## src/rtl/swcmd_pkg.sv

```systemverilog
// Shared definitions for the host command port.
// Assumes: register selects and status bit positions below are the host-visible map.
package swcmd_pkg;

    typedef enum logic [2:0] {
        ST_IDLE  = 3'd0,
        ST_ISSUE = 3'd1,
        ST_AWAIT = 3'd2,
        ST_HOLD  = 3'd3
    } swcmd_state_e;

    localparam int REG_CMD  = 0;
    localparam int REG_WDAT = 1;
    localparam int REG_RDAT = 2;
    localparam int REG_CLR  = 3;
    localparam int REG_STAT = 4;
    localparam int REG_INIT = 5;

    localparam int STAT_VALID_BIT = 0;
    localparam int STAT_STATE_LSB = 1;
    localparam int STAT_ERR_BIT   = 4;

endpackage

```

## src/rtl/swcmd_regs.sv

```systemverilog
// Host register file: decodes write strobes and holds the write-data word,
// the ready flag and the sticky error flag. Builds the read mux.
// Assumes: host_rdata is combinational on host_sel; the sequencer owns read data.
module swcmd_regs
    import swcmd_pkg::*;
#(
    parameter int HOST_AW = 3,
    parameter int HOST_DW = 32,
    parameter int DW      = 16
) (
    input  logic               clk,
    input  logic               rst_n,
    input  logic               init_done_i,
    input  logic               host_wr,
    input  logic [HOST_AW-1:0] host_sel,
    input  logic [HOST_DW-1:0] host_wdata,
    input  swcmd_state_e       state,
    input  logic [DW-1:0]      rd_hold,
    input  logic               cmd_reject,
    output logic               cmd_wr,
    output logic               clr_wr,
    output logic [DW-1:0]      wdata_q,
    output logic               init_q,
    output logic               err_q,
    output logic [HOST_DW-1:0] host_rdata
);

    localparam logic [HOST_AW-1:0] SEL_CMD  = HOST_AW'(REG_CMD);
    localparam logic [HOST_AW-1:0] SEL_WDAT = HOST_AW'(REG_WDAT);
    localparam logic [HOST_AW-1:0] SEL_RDAT = HOST_AW'(REG_RDAT);
    localparam logic [HOST_AW-1:0] SEL_CLR  = HOST_AW'(REG_CLR);
    localparam logic [HOST_AW-1:0] SEL_STAT = HOST_AW'(REG_STAT);
    localparam logic [HOST_AW-1:0] SEL_INIT = HOST_AW'(REG_INIT);

    // Decode the write strobes toward the sequencer.
    always_comb begin
        cmd_wr = host_wr && (host_sel == SEL_CMD);
        clr_wr = host_wr && (host_sel == SEL_CLR) && host_wdata[0];
    end

    // Hold the write-data word for the next command.
    always_ff @(posedge clk) begin
        if (!rst_n) begin
            wdata_q <= '0;
        end else if (host_wr && (host_sel == SEL_WDAT)) begin
            wdata_q <= host_wdata[DW-1:0];
        end
    end

    // Sticky ready flag and sticky rejected-command flag.
    always_ff @(posedge clk) begin
        if (!rst_n) begin
            init_q <= 1'b0;
            err_q  <= 1'b0;
        end else begin
            if (init_done_i) init_q <= 1'b1;
            if (cmd_reject)  err_q  <= 1'b1;
        end
    end

    // Read mux over the host-visible registers.
    always_comb begin
        host_rdata = '0;
        unique case (host_sel)
            SEL_WDAT: host_rdata[DW-1:0] = wdata_q;
            SEL_RDAT: host_rdata[DW-1:0] = rd_hold;
            SEL_STAT: begin
                host_rdata[STAT_VALID_BIT]                   = (state == ST_HOLD);
                host_rdata[STAT_STATE_LSB+2:STAT_STATE_LSB] = state;
                host_rdata[STAT_ERR_BIT]                     = err_q;
            end
            SEL_INIT: host_rdata[0] = init_q;
            default:  host_rdata = '0;
        endcase
    end

endmodule

```

## src/rtl/swcmd_fsm.sv

```systemverilog
// Transaction sequencer: latches a command in idle, requests downstream,
// waits for read data and holds it until the host releases it.
// Assumes: dn_ack is a one-cycle pulse in ISSUE; read data comes later with dn_rvalid.
module swcmd_fsm
    import swcmd_pkg::*;
#(
    parameter int HOST_DW   = 32,
    parameter int DW        = 16,
    parameter int TAW       = 16,
    parameter int WFLAG_BIT = 29
) (
    input  logic               clk,
    input  logic               rst_n,
    input  logic               cmd_wr,
    input  logic [HOST_DW-1:0] cmd_word,
    input  logic               clr_wr,
    input  logic [DW-1:0]      wdata_q,
    input  logic               dn_ack,
    input  logic               dn_rvalid,
    input  logic [DW-1:0]      dn_rdata,
    output swcmd_state_e       state,
    output logic               dn_req,
    output logic               dn_write,
    output logic [TAW-1:0]     dn_addr,
    output logic [DW-1:0]      dn_wdata,
    output logic [DW-1:0]      rd_hold,
    output logic               cmd_reject
);

    // State register and per-transaction latches.
    always_ff @(posedge clk) begin
        if (!rst_n) begin
            state    <= ST_IDLE;
            dn_addr  <= '0;
            dn_write <= 1'b0;
            dn_wdata <= '0;
            rd_hold  <= '0;
        end else begin
            unique case (state)
                ST_IDLE: if (cmd_wr) begin
                    state    <= ST_ISSUE;
                    dn_addr  <= cmd_word[TAW-1:0];
                    dn_write <= cmd_word[WFLAG_BIT];
                    dn_wdata <= wdata_q;
                end
                ST_ISSUE: if (dn_ack) begin
                    state <= dn_write ? ST_IDLE : ST_AWAIT;
                end
                ST_AWAIT: if (dn_rvalid) begin
                    rd_hold <= dn_rdata;
                    state   <= ST_HOLD;
                end
                ST_HOLD: if (clr_wr) begin
                    state <= ST_IDLE;
                end
                default: state <= ST_IDLE;
            endcase
        end
    end

    // Request level and rejected-command pulse.
    always_comb begin
        dn_req     = (state == ST_ISSUE);
        cmd_reject = cmd_wr && (state != ST_IDLE);
    end

endmodule

```

## src/rtl/swcmd_port.sv

```systemverilog
// Top of the host command port: register file plus transaction sequencer.
// Assumes: one host register access per cycle; downstream follows req/ack/rvalid.
module swcmd_port
    import swcmd_pkg::*;
#(
    parameter int HOST_AW   = 3,
    parameter int HOST_DW   = 32,
    parameter int DW        = 16,
    parameter int TAW       = 16,
    parameter int WFLAG_BIT = 29
) (
    input  logic               clk,
    input  logic               rst_n,
    input  logic               init_done_i,
    input  logic               host_wr,
    input  logic [HOST_AW-1:0] host_sel,
    input  logic [HOST_DW-1:0] host_wdata,
    output logic [HOST_DW-1:0] host_rdata,
    output logic               dn_req,
    output logic               dn_write,
    output logic [TAW-1:0]     dn_addr,
    output logic [DW-1:0]      dn_wdata,
    input  logic               dn_ack,
    input  logic               dn_rvalid,
    input  logic [DW-1:0]      dn_rdata
);

    swcmd_state_e  state;
    logic [2:0]    st_code;
    logic [DW-1:0] wdata_q;
    logic [DW-1:0] rd_hold;
    logic          cmd_wr;
    logic          clr_wr;
    logic          cmd_reject;
    logic          init_q;
    logic          err_q;

    assign st_code = state;

    swcmd_regs #(
        .HOST_AW(HOST_AW), .HOST_DW(HOST_DW), .DW(DW)
    ) regs_i (
        .clk(clk), .rst_n(rst_n), .init_done_i(init_done_i),
        .host_wr(host_wr), .host_sel(host_sel), .host_wdata(host_wdata),
        .state(state), .rd_hold(rd_hold), .cmd_reject(cmd_reject),
        .cmd_wr(cmd_wr), .clr_wr(clr_wr), .wdata_q(wdata_q),
        .init_q(init_q), .err_q(err_q), .host_rdata(host_rdata)
    );

    swcmd_fsm #(
        .HOST_DW(HOST_DW), .DW(DW), .TAW(TAW), .WFLAG_BIT(WFLAG_BIT)
    ) fsm_i (
        .clk(clk), .rst_n(rst_n), .cmd_wr(cmd_wr), .cmd_word(host_wdata),
        .clr_wr(clr_wr), .wdata_q(wdata_q), .dn_ack(dn_ack),
        .dn_rvalid(dn_rvalid), .dn_rdata(dn_rdata), .state(state),
        .dn_req(dn_req), .dn_write(dn_write), .dn_addr(dn_addr),
        .dn_wdata(dn_wdata), .rd_hold(rd_hold), .cmd_reject(cmd_reject)
    );

endmodule

```

## config.mk

```make
export PLATFORM = sky130hd
export DESIGN_NAME = swcmd_port
export DESIGN_NICKNAME = d
export VERILOG_FILES = /design/src/rtl/swcmd_pkg.sv /design/src/rtl/swcmd_regs.sv /design/src/rtl/swcmd_fsm.sv /design/src/rtl/swcmd_port.sv
export SDC_FILE = /design/constraint.sdc
export NUM_CORES = 1
export LEC_CHECK = 0
export BUFFER_PORTS_ARGS = -buffer_cell sky130_fd_sc_hd__buf_2
export CAP_MARGIN = 20
export CELL_PAD_IN_SITES_DETAIL_PLACEMENT = 1
export CELL_PAD_IN_SITES_GLOBAL_PLACEMENT = 2
export CORE_MARGIN = 3
export CORE_UTILIZATION = 29
export CTS_CLUSTER_DIAMETER = 80
export DETAILED_ROUTE_END_ITERATION = 8
export GPL_TIMING_DRIVEN = 0
export PLACE_DENSITY_LB_ADDON = 0.1
export RECOVER_POWER = 50
export SYNTH_ARGS = -nofsm -noshare
export SYNTH_HDL_FRONTEND = slang
export SYNTH_SLANG_ARGS = --single-unit
```

## constraint.sdc

```tcl
create_clock -name clk -period 4.3 [get_ports clk]
set_clock_uncertainty 0.05 [all_clocks]
set_input_delay 0.645 -clock clk [delete_from_list [all_inputs] [get_ports clk]]
set_output_delay 0.645 -clock clk [all_outputs]
set_load 0.03 [all_outputs]
```

==> flow_summary.json, run 1 <==
{
  "status": "finished, violations left",
  "violations": "capacitance limit, slew limit",
  "relSlewSlack_pct": -10.3,
  "setup_viol": 0,
  "cts_tree": "done",
  "grt_max_degree": 13,
  "grt_pass1_wl_um": 16800,
  "nets": 556,
  "fillers": 1344,
  "cts-resized-gates": 0,
  "arrival_ps": 1940,
  "synth_top_area_cell": "dfxtp_1",
  "finalSetupTns_ps": 0,
  "io_pins": 123,
  "drt-pass1-iter-count": 4,
  "grt_setup_unrepaired": "false",
  "worstHoldPathCells": 1,
  "htree_levels": 3,
  "hold_start": "regs_i.init_q",
  "clkTransAtPathRegs_ps": 80,
  "yosys_warnings": 0,
  "ys_top_cells_by_count": "nand2_1 (70), dfxtp_1 (69), a21boi_0 (33), nand3_1 (33), a21boi_1 (32)",
  "critPathTopFamily": "buffers and inverters",
  "path_cells": "clkbuf_1 -> clkbuf_1 -> clkbuf_1 -> nor2_1 -> buf_2",
  "diodes": 0,
  "vias": 3018,
  "place_hpwl_um": 7740,
  "report.final.hold_viol_count": 0,
  "power_density_nw_per_um2": 377,
  "max_stage_delay_ps": 460,
  "area_growth_pct": 27.8,
  "cp-start-kind": "input port",
  "synth_flop_cell": "dfxtp_1",
  "synth_edf_count": 0,
  "synth_top_area_share_pct": 43.0,
  "path_max_fanout": 10,
  "final.setup.worst_slack_ps": 1660,
  "gr-total-overflow": 0,
  "ys_ff_latch": 69,
  "drt_iter0_drc": 88,
  "syn_inst": 383,
  "dieArea_um2": 12400,
  "postCtsSetupBuffers": 0,
  "synthArstFlopShare_pct": 0,
  "postSynthAreaPerCell_um2": 8.39,
  "hold_buffers": 0,
  "routabilityCongestion": 0.761,
  "ant_nets": 0,
  "syn_area_um2": 3210,
  "fin_crit_ps": 2640,
  "wl_um": 10300,
  "fin_total_pwr_mw": 1.55,
  "max_clock_freq_ghz": 0.379,
  "cts_sinks": 69,
  "power.leakage_nw": 1.56,
  "clock_latency_ps": 340,
  "fin_crit_sh_pct": 61.4,
  "grt_usage_pct": 16.7,
  "start_util_pct": 30.4,
  "post-route-util_pct": 38.9,
  "worstHoldPathType": "reg -> reg",
  "core_area_um2": 10600,
  "critPathBufInv": 4,
  "yosysMostFrequentCell": "nand2_1",
  "root_buffer": "clkbuf_8",
  "synth.area.top_cells": "dfxtp_1 (43%), nand2_1 (8.2%), a21boi_0 (7.7%)",
  "die_x_um": 111,
  "cpMostUsedCell": "clkbuf_1",
  "maxCapViolCount": 1,
  "ir_drop_uv": 148,
  "tightest_slew_ps": 1630,
  "end_kind": "primary output",
  "drc": 0,
  "cts_buffers": 9,
  "dieHeight_um": 111,
  "holdWs_ps": 418,
  "cts.path.max_buffers": 2,
  "r2r_setup_slack_ps": 2480,
  "path_class": "in -> out",
  "reg2regPathDepth": 6,
  "io_buffers": 90,
  "grt_pass1_vias": 3202,
  "ys_types": 34,
  "post_drt_wl_per_cell_um": 16.1,
  "rows": 37,
  "rr_endpoint": "fsm_i.dn_wdata[6]",
  "drive_gt1_share_pct": 21.2,
  "antenna_found_initial": 0,
  "final_max_slew_viol_count": 8,
  "min_to": "regs_i.init_q",
  "ys_seq_area_share_pct": 43.0,
  "r2r_start": "fsm_i.state[1]",
  "pre_cts_slack_ps": 1730,
  "vias_per_cell": 4.72,
  "critPathRequiredTime_ps": 3610,
  "cp_slowest_cell": "clkbuf_1"
}
[state kept, by name, summed over array words and instances, names as in the netlist]
register / cells
fsm_i.rd_hold: 16
regs_i.wdata_q: 16
fsm_i.dn_write: 1
regs_i.err_q: 1
regs_i.init_q: 1
fsm_i.dn_addr: 16
fsm_i.state: 2
fsm_i.dn_wdata: 16
[per-stage QoR]
stage               instances  instance area [um^2]
floorplan                 398                  3270
global placement          624                  3890
detailed placement        624                  3890
CTS                       640                  4170
global route              640                  4110
finish                    640                  4110
[cell usage in the layout, fill, tap and decap left out, drive strengths merged, types with 2 or more instances in the layout]
master  count
a21boi     65
a21oi       3
a22oi      16
and3b       2
buf        91
bufinv      4
clkbuf     61
conb       16
dfxtp      69
inv         2
nand2      70
nand3      33
nor2       15
nor2b       7
o21ai      37
[per-layer routing]
metal  global-route usage, %  wire length, um  vias up  share of wire [%]
li1                        -                -     1523                  -
met1                    22.8             5140     1413                 50
met2                    26.4             4560       74                 44
met3                    4.48              518        8                5.0
met4                    3.89               85        0               0.83
met5                       0                0        -                  0
[layout make-up]
cell class	count	area (um^2)	share of cell area, %
Timing Repair Buffer	90	408	9.94
Multi-Input combinational cell	277	1530	37.3
Buffer	51	329	8.02
Clock inverter	5	129	3.14
Sequential cell	69	1380	33.6
Inverter	1	3.75	0.0914
Tap cell	136	170	4.15
Clock buffer	11	151	3.69
[where the power goes]
part           internal, mW  switching [mW]
Clock                 0.478           0.264
Combinational        0.0547          0.0945
Sequential            0.648         0.00732
Total                  1.18           0.366
[worst max-delay path by stage]
stage,start,to,slack [ps],cells past startpoint
after floorplan,host_sel[2],host_rdata[1],1800,4
after global placement,host_sel[1],host_rdata[14],1750,7
after detailed placement,host_sel[1],host_rdata[14],1730,7
after CTS,host_sel[1],host_rdata[14],1730,7
after global routing,host_sel[2],host_rdata[2],1430,6
final,host_sel[2],host_rdata[13],1660,5
[logic make-up after synthesis]
| kind of cell | share of synthesized area [%] |
|---|---|
| simple gates | 19.9 |
| buf+inv | 10.6 |
| flops | 43.0 |
| compound gates | 26.4 |
| other cells | 0.117 |
(Power assumes the default switching activity.)
==> inputs of run 2 (changes only) <==
Settings changed: ABC_AREA from default to 1, CORE_UTILIZATION 29 to 25.
Clock period 4.3 ns to 2.76 ns, I/O delays scaled along.
==> run 2 against run 1 <==
Against the previous run: the run now ends clean; core utilization fell by 4.6 points; critical path type unchanged; non-clock buffer count shrank 12; critical endpoint is now host_rdata[7]; first-iteration DRC count increased by 20%; synthesized cell count down 6.0%; cell area fell by 8.7%; final cell count is 3.0% lower; via count down 9.1%; sequential power grew 77%; largest cell class is now registers; largest power group unchanged; register-to-register slack worse by 1800 ps; critical path depth increased by 1; clock-buffer cell count is 1 higher.
==> flow_summary.json, run 2 <==
{
  "status": "finished clean",
  "report.final.hold_viol_count": 0,
  "synth_flop_cell": "dfxtp_1",
  "power.leakage_nw": 1.61,
  "diodes": 0,
  "path_cells": "buf_2 -> nor3_1 -> inv_1 -> clkbuf_1 -> o22ai_1 -> buf_2",
  "fin_crit_sh_pct": 83.4,
  "postSynthAreaPerCell_um2": 7.87,
  "place_area_um2": 3510,
  "layout_common_cells": "dfxtp_1 (69), buf_2 (62), o21ai_0 (59)",
  "synth_edf_count": 0,
  "core_area_um2": 10900,
  "area_growth_pct": 32.4,
  "htree_levels": 3,
  "worstHoldPathType": "in -> reg",
  "place_hpwl_um": 7280,
  "ir_drop_uv": 302,
  "vias": 2743,
  "drt_iter0_drc": 106,
  "cts_tree": "done",
  "path_max_fanout": 10,
  "fin_area_um2": 3750,
  "relSlewSlack_pct": 65.2,
  "cts.path.max_buffers": 2,
  "yosysMostFrequentCell": "dfxtp_1",
  "r2r_start": "fsm_i.state[1]",
  "max_clock_freq_ghz": 0.434,
  "grt_usage_pct": 14.9,
  "fin_crit_ps": 2300,
  "setup_viol": 0,
  "syn_area_um2": 2830,
  "critPathRequiredTime_ps": 2300,
  "grt_max_degree": 12,
  "yosys_warnings": 0,
  "final_common_cell": "dfxtp_1",
  "grt_pass1_vias": 2833,
  "tightest_slew_ps": 522,
  "clkTransAtPathRegs_ps": 50,
  "nets": 533,
  "grt_pass1_wl_um": 15100,
  "antenna_found_initial": 0,
  "post_drt_wl_per_cell_um": 15.0,
  "final_max_slew_viol_count": 0,
  "io_pins": 123,
  "postCtsSetupBuffers": 0,
  "clock_latency_ps": 320,
  "power_density_nw_per_um2": 795,
  "wl_um": 9320,
  "arrival_ps": 1840,
  "drt-pass1-iter-count": 4,
  "hold_start": "init_done_i",
  "die_x_um": 112,
  "start_util_pct": 25.9,
  "max_stage_delay_ps": 370,
  "hold_buffers": 0,
  "critPathTopFamily": "buffers and inverters",
  "path_class": "in -> out",
  "dieHeight_um": 112,
  "finalSetupTns_ps": 0,
  "end_kind": "primary output",
  "crit_start": "host_sel[1]",
  "post-route-util_pct": 34.3,
  "vias_per_cell": 4.42,
  "root_buffer": "clkbuf_16",
  "fillers": 1382,
  "multiInputGateArea_um2": 1070,
  "seq_area_um2": 1380,
  "ys_ff_latch": 69,
  "rows": 38,
  "syn_inst": 360,
  "ant_nets": 0,
  "grt_setup_unrepaired": "false",
  "cpMostUsedCell": "buf_2",
  "synthArstFlopShare_pct": 0,
  "drc": 0,
  "ys_types": 23,
  "ys_top_cells_by_count": "dfxtp_1 (69), o21ai_0 (59), a21oi_1 (47)",
  "gr-total-overflow": 0,
  "drive_gt1_share_pct": 20.6,
  "synth_top_area_share_pct": 48.8,
  "ys_seq_area_share_pct": 48.8,
  "routabilityCongestion": 0.734,
  "cts_buffers": 9,
  "cts_sinks": 69,
  "dieArea_um2": 12600,
  "critPathBufInv": 4,
  "io_buffers": 90,
  "cts-resized-gates": 0,
  "maxCapViolCount": 0,
  "cp-start-kind": "input port",
  "synth_top_area_cell": "dfxtp_1",
  "cp_slowest_cell": "nor3_1",
  "synth.area.top_cells": "dfxtp_1 (49%), o21ai_0 (10%), a21oi_1 (8.3%)"
}
-- run 2: changes by cell type after synthesis, sizes merged, moves of 7 or more --
cell,previous run,this run
inv,1,44
buf,39,30
nor2b,7,0
nor3,0,20
a21oi,3,47
a21boi,65,0
nand2,70,19
o21ai,37,66
o22ai,0,12
a22oi,16,0
nor2,15,30
nand3,33,8
-- run 2: layer usage --
| layer | part of all wire (%) | GRT usage [%] | vias up |
|---|---|---|---|
| met4 | 0.71 | 3.13 | 0 |
| met2 | 43 | 22.8 | 76 |
| met5 | 0 | 0 | - |
| li1 | - | - | 1406 |
| met3 | 5.9 | 4.26 | 5 |
| met1 | 50 | 21.1 | 1256 |
-- run 2: worst paths after layout --
check / slack [ps] / cells after the start / end
min: 260 / 3 / regs_i.init_q
max: 460 / 6 / host_rdata[7]
max reg2reg: 700 / 6 / fsm_i.dn_addr[6]
min reg2reg: 400 / 2 / fsm_i.rd_hold[14]
-- run 2: cell type report --
| type | instances | share of cell area (%) |
|---|---|---|
| multi-input cells | 223 | 28.5 |
| flip-flops and latches | 69 | 36.8 |
| plain buffers | 39 | 6.37 |
| clock inverters | 4 | 1.20 |
| repair buffers | 90 | 10.9 |
| inverters | 44 | 4.44 |
| clock buffers | 12 | 7.11 |
| well taps | 140 | 4.67 |
-- run 2: cells by family (layout without fill, tap and decap cells) --
group / after synthesis / in the layout / share of synthesized area, %
buffers and inverters: 83 / 189 / 14.6
AO/OA/AOI/OAI: 130 / 130 / 24.1
AND/OR/NAND/NOR: 77 / 77 / 12.3
flip-flops: 69 / 69 / 48.8
other: 1 / 16 / 0.132
-- run 2: worst reg2reg max path, cell delays in order, from the launching register on --
cell and delay, ps:
dfxtp_1 390, nor2_1 240, clkinvlp_2 390, nor2_1 320, clkbuf_1 360, o21ai_0 140, nor2_1 110
-- run 2: power by group --
| part | total, mW | internal [mW] | switching (mW) |
|---|---|---|---|
| sequential | 1.16 | 1.10 | 0.0606 |
| clock | 1.18 | 0.768 | 0.410 |
| combinational | 0.648 | 0.184 | 0.464 |
| total | 2.98 | 2.05 | 0.934 |
-- run 2: stage by stage --
stage               worst slack, ps  total power, mW  std cells  hold WS [ps]
finish                          458             2.98        621           256
global route                    253             3.16        621           282
floorplan                       820             1.66        375           380
detailed placement              551             1.87        605           397
CTS                             549             3.07        621           248
global placement                536             1.87        605           390
==> inputs of run 3 (changes only) <==
Settings changed: ABC_AREA 1 to 0, CORE_UTILIZATION 25 to 27.
Clock period 2.76 ns to 2.4 ns, I/O delays scaled along.
==> run 3 against run 2 <==
Against the previous run: power fell by 2.9%; core utilization rose by 2.0 points; global-route usage rose by 1.3 points; sequential share of layout area fell by 3.8 points; die area rose by 4.8%; cell area rose by 11%; largest power group unchanged; critical path type unchanged; worst hold slack got worse by 77 ps; clock-buffer cell count fell by 2; combinational power fell by 58%; register-to-register slack got worse by 270 ps; final cell count rose by 4.2%.
==> flow_summary.json, run 3 (synthesized netlist as in run 1, its figures left out) <==
{
  "status": "finished clean",
  "vias": 3009,
  "root_buffer": "clkbuf_16",
  "io_buffers": 90,
  "nets": 556,
  "cts-resized-gates": 0,
  "power_density_nw_per_um2": 694,
  "max_clock_freq_ghz": 0.478,
  "post_drt_wl_per_cell_um": 16.2,
  "drc": 0,
  "crit_start": "host_sel[1]",
  "cts_sinks": 69,
  "core_area_um2": 11500,
  "tightest_slew_ps": 606,
  "end_kind": "primary output",
  "arrival_ps": 1680,
  "io_pins": 123,
  "clock_latency_ps": 330,
  "antenna_found_initial": 0,
  "seq_area_um2": 1380,
  "diodes": 0,
  "drive_gt1_share_pct": 21.6,
  "dieArea_um2": 13200,
  "path_class": "in -> out",
  "layout_common_cells": "nand2_1 (70), dfxtp_1 (69), buf_2 (64)",
  "ant_nets": 0,
  "fin_total_pwr_mw": 2.90,
  "drt_iter0_drc": 125,
  "area_growth_pct": 30.0,
  "grt_pass1_wl_um": 16700,
  "gr-total-overflow": 0,
  "ir_drop_uv": 315,
  "fin_crit_ps": 2090,
  "path_max_fanout": 10,
  "cp-start-kind": "input port",
  "multiInputGateArea_um2": 1550,
  "fin_crit_sh_pct": 87.2,
  "critPathRequiredTime_ps": 1990,
  "die_x_um": 115,
  "fillers": 1418,
  "drt-pass1-iter-count": 4,
  "clkTransAtPathRegs_ps": 60,
  "r2r_setup_slack_ps": 430,
  "worstHoldPathType": "in -> reg",
  "grt_usage_pct": 16.2,
  "post-route-util_pct": 36.3,
  "cts.path.max_buffers": 2,
  "min_to": "regs_i.init_q",
  "hold_start": "init_done_i",
  "postCtsSetupBuffers": 0,
  "pre_cts_slack_ps": 378,
  "worstHoldPathCells": 2,
  "reg2regPathDepth": 6,
  "cts_tree": "done",
  "final.setup.worst_slack_ps": 307,
  "setup_viol": 0,
  "place_hpwl_um": 7940,
  "htree_levels": 3,
  "grt_max_degree": 13,
  "final_common_cell": "nand2_1",
  "routabilityCongestion": 0.747,
  "finalSetupTns_ps": 0,
  "grt_setup_unrepaired": "false",
  "r2r_start": "fsm_i.state[1]",
  "holdWs_ps": 179,
  "start_util_pct": 27.9,
  "dieHeight_um": 115,
  "power.leakage_nw": 1.59,
  "maxCapViolCount": 0,
  "hold_buffers": 0,
  "vias_per_cell": 4.65,
  "rr_endpoint": "fsm_i.dn_wdata[10]",
  "cts_buffers": 9,
  "grt_pass1_vias": 3165,
  "report.final.hold_viol_count": 0,
  "rows": 39,
  "relSlewSlack_pct": 59.4,
  "final_max_slew_viol_count": 0,
  "wl_um": 10500
}
run 3: changes by cell type in the layout (fill, tap and decap cells not counted), sizes merged, moves of 3 or more:
cell / previous run / this run
nand2: 19 / 70
o221ai: 3 / 0
o21ai: 66 / 37
a22oi: 0 / 16
nor3: 20 / 0
a21boi: 0 / 65
nand3: 8 / 33
nor2b: 0 / 7
inv: 43 / 1
o22ai: 12 / 0
a21oi: 47 / 3
buf: 82 / 91
nor2: 30 / 15
run 3: how the worst max path moves through the flow:
stage                    endpoint  slack [ps]  cells after the start
2_1_floorplan       host_rdata[1]         470                      4
3_3_place_gp       host_rdata[14]         410                      7
3_5_place_dp       host_rdata[13]         380                      7
4_1_cts            host_rdata[13]         370                      7
5_1_grt        fsm_i.dn_wdata[11]         160                      6
6_report           host_rdata[13]         310                      7
run 3: critical path: stages:
cell	delay (ps)
clkbuf_1	160
buf_6	170
nor2b_1	220
buf_2	270
a22oi_1	120
nor2_1	160
buf_2	230
run 3: where the power goes:
group / switching, mW / leakage, nW / internal, mW
Combinational: 0.171 / 0.874 / 0.0991
Clock: 0.515 / 0.158 / 0.936
Sequential: 0.0134 / 0.557 / 1.16
run 3: routing by layer:
metal	track usage (%)	up-vias	routed length, um
li1	-	1526	-
met4	5.87	0	156
met5	0	-	0
met2	25.2	79	4500
met3	3.21	10	524
met1	22.3	1394	5290
run 3: through the flow:
stage,area [um^2],std cells
finish,4180,647
CTS,4220,647
global route,4180,647
detailed placement,3900,631
global placement,3900,631
floorplan,3270,398
run 3: cell type report:
type	instances	area share (%)
plain buffers	51	7.91
clock buffers	10	5.72
clock inverters	6	2.07
inverters	1	0.0899
multi-input cells	277	37.1
flip-flops and latches	69	33.1
well taps	143	4.29
repair buffers	90	9.77
